--- src/rtl/bmu_pkg.sv ---
package bmu_pkg;

    // Hypotheses per trellis step (two code bits).
    localparam int N_R2 = 4;
    // Hypotheses over two trellis steps.
    localparam int N_R4 = N_R2 * N_R2;
    // Received pairs accepted per cycle.
    localparam int N_STEPS = 2;

    typedef enum logic [0:0] {
        ST_IDLE = 1'b0,
        ST_EMIT = 1'b1
    } bmu_state_e;

endpackage

--- src/rtl/sym_dist.sv ---
module sym_dist #(
    parameter int SOFT_W = 3
) (
    input  logic [SOFT_W-1:0] g,
    output logic [SOFT_W-1:0] d_zero,
    output logic [SOFT_W-1:0] d_one
);

    // Ideal soft values are all-zeros (bit 0) and all-ones (bit 1).
    // The distance to all-ones is the bitwise complement.
    assign d_zero = g;
    assign d_one  = ~g;

endmodule

--- src/rtl/r2_bmu.sv ---
module r2_bmu
    import bmu_pkg::*;
#(
    parameter int SOFT_W = 3,
    parameter int MW     = SOFT_W + 1
) (
    input  logic [SOFT_W-1:0]    g1,
    input  logic [SOFT_W-1:0]    g2,
    output logic [N_R2*MW-1:0]   metrics
);

    logic [SOFT_W-1:0] d1_zero, d1_one, d2_zero, d2_one;

    sym_dist #(.SOFT_W(SOFT_W)) u_d1 (
        .g      (g1),
        .d_zero (d1_zero),
        .d_one  (d1_one)
    );

    sym_dist #(.SOFT_W(SOFT_W)) u_d2 (
        .g      (g2),
        .d_zero (d2_zero),
        .d_one  (d2_one)
    );

    // Lane k = {c1, c2}; c1 selects the hypothesis for g1, c2 for g2.
    for (genvar k = 0; k < N_R2; k++) begin : g_lane
        localparam bit C1 = (k / 2) == 1;
        localparam bit C2 = (k % 2) == 1;
        logic [SOFT_W-1:0] p1, p2;
        assign p1 = C1 ? d1_one : d1_zero;
        assign p2 = C2 ? d2_one : d2_zero;
        assign metrics[k*MW +: MW] = MW'(p1) + MW'(p2);
    end

endmodule

--- src/rtl/r4_combine.sv ---
module r4_combine
    import bmu_pkg::*;
#(
    parameter int MW = 4,
    parameter int QW = MW + 1
) (
    input  logic [N_R2*MW-1:0] early_m,
    input  logic [N_R2*MW-1:0] late_m,
    output logic [N_R4*QW-1:0] sums
);

    // Lane j = {a, b}: a names the earlier hypothesis, b the later one.
    for (genvar j = 0; j < N_R4; j++) begin : g_sum
        localparam int A = j / N_R2;
        localparam int B = j % N_R2;
        assign sums[j*QW +: QW] = QW'(early_m[A*MW +: MW]) + QW'(late_m[B*MW +: MW]);
    end

endmodule

--- src/rtl/bmu_r4.sv ---
module bmu_r4
    import bmu_pkg::*;
#(
    parameter  int SOFT_W = 3,
    localparam int R2_W   = SOFT_W + 1,
    localparam int R4_W   = R2_W + 1
) (
    input  logic                   clk,
    input  logic                   rst_n,
    input  logic                   in_valid,
    input  logic [SOFT_W-1:0]      early_g1,
    input  logic [SOFT_W-1:0]      early_g2,
    input  logic [SOFT_W-1:0]      late_g1,
    input  logic [SOFT_W-1:0]      late_g2,
    output logic                   out_valid,
    output logic [N_R2*R2_W-1:0]   r2_metric,
    output logic [N_R4*R4_W-1:0]   r4_metric
);

    logic [SOFT_W-1:0]    g1_arr [N_STEPS];
    logic [SOFT_W-1:0]    g2_arr [N_STEPS];
    logic [N_R2*R2_W-1:0] step_m [N_STEPS];
    logic [N_R4*R4_W-1:0] r4_next;

    assign g1_arr[0] = early_g1;
    assign g2_arr[0] = early_g2;
    assign g1_arr[1] = late_g1;
    assign g2_arr[1] = late_g2;

    // One single-step metric generator per received pair.
    for (genvar s = 0; s < N_STEPS; s++) begin : g_step
        r2_bmu #(.SOFT_W(SOFT_W), .MW(R2_W)) u_r2 (
            .g1      (g1_arr[s]),
            .g2      (g2_arr[s]),
            .metrics (step_m[s])
        );
    end

    r4_combine #(.MW(R2_W), .QW(R4_W)) u_comb (
        .early_m (step_m[0]),
        .late_m  (step_m[1]),
        .sums    (r4_next)
    );

    // Freshness controller.
    bmu_state_e state_q, state_d;

    always_comb begin
        state_d = state_q;
        unique case (state_q)
            ST_IDLE: if (in_valid)  state_d = ST_EMIT;
            ST_EMIT: if (!in_valid) state_d = ST_IDLE;
            default: state_d = ST_IDLE;
        endcase
    end

    always_ff @(posedge clk or negedge rst_n) begin
        if (!rst_n) state_q <= ST_IDLE;
        else        state_q <= state_d;
    end

    // Output registers: load on a valid pair, hold otherwise.
    always_ff @(posedge clk or negedge rst_n) begin
        if (!rst_n) begin
            r2_metric <= '0;
            r4_metric <= '0;
        end else if (in_valid) begin
            r2_metric <= step_m[0];
            r4_metric <= r4_next;
        end
    end

    assign out_valid = (state_q == ST_EMIT);

endmodule

--- config.mk ---
export PLATFORM = sky130hd
export DESIGN_NAME = bmu_r4
export DESIGN_NICKNAME = d
export VERILOG_FILES = /design/src/rtl/bmu_pkg.sv /design/src/rtl/sym_dist.sv /design/src/rtl/r2_bmu.sv /design/src/rtl/r4_combine.sv /design/src/rtl/bmu_r4.sv
export SDC_FILE = /design/constraint.sdc
export NUM_CORES = 1
export LEC_CHECK = 0
export CAP_MARGIN = 40
export CELL_PAD_IN_SITES_DETAIL_PLACEMENT = 0
export CELL_PAD_IN_SITES_GLOBAL_PLACEMENT = 1
export CORE_MARGIN = 5
export CORE_UTILIZATION = 46
export CTS_BUF_LIST = sky130_fd_sc_hd__clkbuf_4 sky130_fd_sc_hd__clkbuf_8
export CTS_CLUSTER_DIAMETER = 40
export DETAILED_ROUTE_END_ITERATION = 6
export PLACE_DENSITY = 0.88
export RECOVER_POWER = 50
export SYNTH_ARGS = -nofsm -noshare
export SYNTH_HDL_FRONTEND = slang
export SYNTH_SLANG_ARGS = --single-unit
--- constraint.sdc ---
create_clock -name clk -period 1.65 [get_ports clk]
set_input_delay 0.2475 -clock clk [delete_from_list [all_inputs] [get_ports clk]]
set_output_delay 0.2475 -clock clk [all_outputs]
set_load 0.01 [all_outputs]
==> impl_metrics.yaml <==
cts:
  clock_path_buffers: 2
  cts.clk_slew.worst_paths_ns: 0.09
  numCtsBuffers: 9
  cts_tree: "built"
  htreeDepth: 3
  cts_sinks: 83
  clkLatencyLatePin_ns: 0.39
  root_buffer: "clkbuf_8"
global_route:
  grt_max_degree: 113
  antenna_found_initial: 0
  grt_pass1_vias: 5122
  grt_pass1_wl_um: 28100
  grt_usage: 0.247
  grt-ovfl-total: 0
synthesis:
  synth_cell_types: 40
  ys_ff_latch: 83
  syn_area_sq_um: 5840
  synth_top_flop_cell: "dfrtp_1"
  synth.avg_cell_area_sq_um: 10.9
  synthCells: 538
  yosysTopAreaCell: "dfrtp_1"
  netlist_top_cells_area: "dfrtp_1, ha_1, fa_1"
  async_flop_share: 1.00
  yosysWarnings: 0
  synth_edf_count: 0
  synth_top_area_frac: 0.356
  syn-num-nets: 637
  ys_seq_area_frac: 0.356
drt:
  vias_per_cell: 5.11
  ant_nets: 0
  drcViolationCount: 0
  num_vias: 4781
  wl_per_cell_um: 19.3
  drt_first_iter_violations: 300
  first_pass_iters: 4
  wl_um: 18000
timing:
  rsz0062_at_grt: "yes"
  hold_violations: 0
  whs_ns: 0.335
  post-route-period-util: 1.22
  tightest_slew_ns: 0.578
  clock_skew_ns: 0
  period_needed_ns: 2.02
  fmax_mhz: 496
  drv_slew: 0
  setup_viol: 65
  setup_ws_ns: -0.368
  max-slew-margin-rel: 0.612
floorplanning:
  die_h_um: 123
  pin_count: 112
  die_area_sq_um: 15000
  core_sq_um: 12500
  std_cell_rows: 41
  die_w_um: 123
  initial_utilization: 0.466
critical_path:
  cp-end-kind: "register"
  crit_fanout: 4
  path_class: "in2reg"
  required_ns: 1.90
  arrival_ns: 2.27
  startpoint_type: "primary input"
worst_hold_path:
  hold_class: "in2reg"
power:
  leakagePower_nw: 4.08
  powerDensity_nw_per_um2: 1200
  max-vdd-ir-drop_mv: 0.674
layout:
  drive_gt1_frac: 0.490
  stdcell_area_sq_um: 9390
  final.fill_count: 827
  final_common_cell: "buf_4"
  multi_input_area_sq_um: 4280
  seq_area_sq_um: 2080
  final_cell_mix: "buf_4, clkdlybuf4s50_1, dfrtp_1"
  antenna_cells: 0
  area_growth_pct: 60.8
  final-instance-count-excl-fill: 935
  nets: 857
placed_design:
  dp_slack_ns: -1.34
  dp_cells: 872
  dpl_cell_area_sq_um: 8090
  dp.final_hpwl_um: 12600
  gp_congestion: 0.916
  numPortBuffers: 111
run_status:
  run_status: "finished, violations left"
  violations: "setup timing"
run:
  maxCapViolCount: 0
[cell type report]
cell class / instances / share of cell area
Sequential cell: 83 / 0.221
Tap cell: 172 / 0.0229
Clock inverter: 6 / 0.00760
Timing Repair Buffer: 241 / 0.250
Clock buffer: 10 / 0.0147
Multi-Input combinational cell: 374 / 0.456
Inverter: 49 / 0.0276
[state kept, by name (all words and copies together), names as in the netlist]
signal,cells
r4_metric,68
r2_metric,14
out_valid,1
[path summary, 6_finish.rpt]
kind / from / end / slack [ns] / depth (start not counted)
max in group asynchronous: rst_n / r4_metric[69]$_DFFE_PN0P_ / 0.82 / 3
worst max-delay path: late_g2[0] / r4_metric[3]$_DFFE_PN0P_ / -0.37 / 11
worst min-delay path: in_valid / out_valid$_DFF_PN0_ / 0.33 / 2
worst min register to register: r4_metric[66]$_DFFE_PN0P_ / r4_metric[66]$_DFFE_PN0P_ / 0.50 / 2
min in group asynchronous: rst_n / r4_metric[61]$_DFFE_PN0P_ / 0.40 / 3
worst max register to register: r2_metric[12]$_DFFE_PN0P_ / r2_metric[12]$_DFFE_PN0P_ / 0.68 / 2
[through the flow]
stage               TNS (ns)  total power, W   util
floorplan             -21.58         0.00595      -
global placement      -82.47         0.00850  0.646
detailed placement    -85.72         0.00863  0.646
CTS                   -14.84          0.0110  0.730
global route          -18.31          0.0119  0.750
finish                -15.58          0.0113  0.750
[critical path: stages]
cell and delay (ns):
buf_8 0.08, buf_6 0.11, ha_4 0.14, inv_2 0.04
fa_2 0.63, inv_4 0.10, ha_4 0.27, a21oi_2 0.04
maj3_2 0.30, xnor3_1 0.24, a21oi_1 0.07
[per-layer routing]
layer / share of wire / routed length, um / GRT usage / up-vias
li1: - / - / - / 2248
met1: 0.42 / 7560 / 0.324 / 2358
met2: 0.50 / 9030 / 0.408 / 137
met3: 0.045 / 804 / 0.0373 / 38
met4: 0.035 / 635 / 0.101 / 0
met5: 0 / 0 / 0 / -
[power by group]
| part | leakage [nW] | switching [W] | total, W | internal, W |
|---|---|---|---|---|
| sequential | 0.968 | 0.000396 | 0.00306 | 0.00266 |
| combinational | 3.01 | 0.00292 | 0.00663 | 0.00371 |
| clock | 0.105 | 0.000834 | 0.00159 | 0.000756 |
| total | 4.08 | 0.00415 | 0.0113 | 0.00713 |
[cell usage after synthesis, types with 2 or more instances]
library cell and instances:
xor2_1 8, xor2_4 4, xnor2_2 5, mux2_2 24
dfrtp_1 83, a21o_1 6, fa_1 24, mux2i_1 3
a21oi_1 74, a222oi_1 2, buf_4 14, o21ai_0 17
nor3_1 3, nand4_1 3, xnor2_4 2, nand2_1 16
clkbuf_1 9, nor2_1 41, xnor2_1 33, o21bai_1 3
buf_6 2, a31o_2 3, maj3_1 22, inv_2 3
o22a_1 2, buf_1 6, maj3_2 2, inv_1 44
nand3_1 8, xnor3_1 3, ha_1 60
[repair_timing]
item | CTS | global route
endpoints found under the hold margin | 83 | 0
setup buffers | 33 | 17
setup endpoints to repair | 80 | 77
gates resized for setup | 182 | 37
pin swaps | 115 | 40
hold buffers | 1 | 0
[cell families (layout without fill, tap and decap cells)]
logic type                 count (synthesis)  after routing  share of synthesized area
adders and majority gates                108            108                      0.252
AOI/OAI and AO/OA                        108            108                      0.102
DFF                                       83             83                      0.356
buffers and inverters                     81            306                     0.0660
and+or+nand+nor                           76             76                     0.0570
xor gates and xnor gates                  55             55                      0.115
muxes                                     27             27                     0.0514
Note: power is estimated with default switching activity, not from simulation.
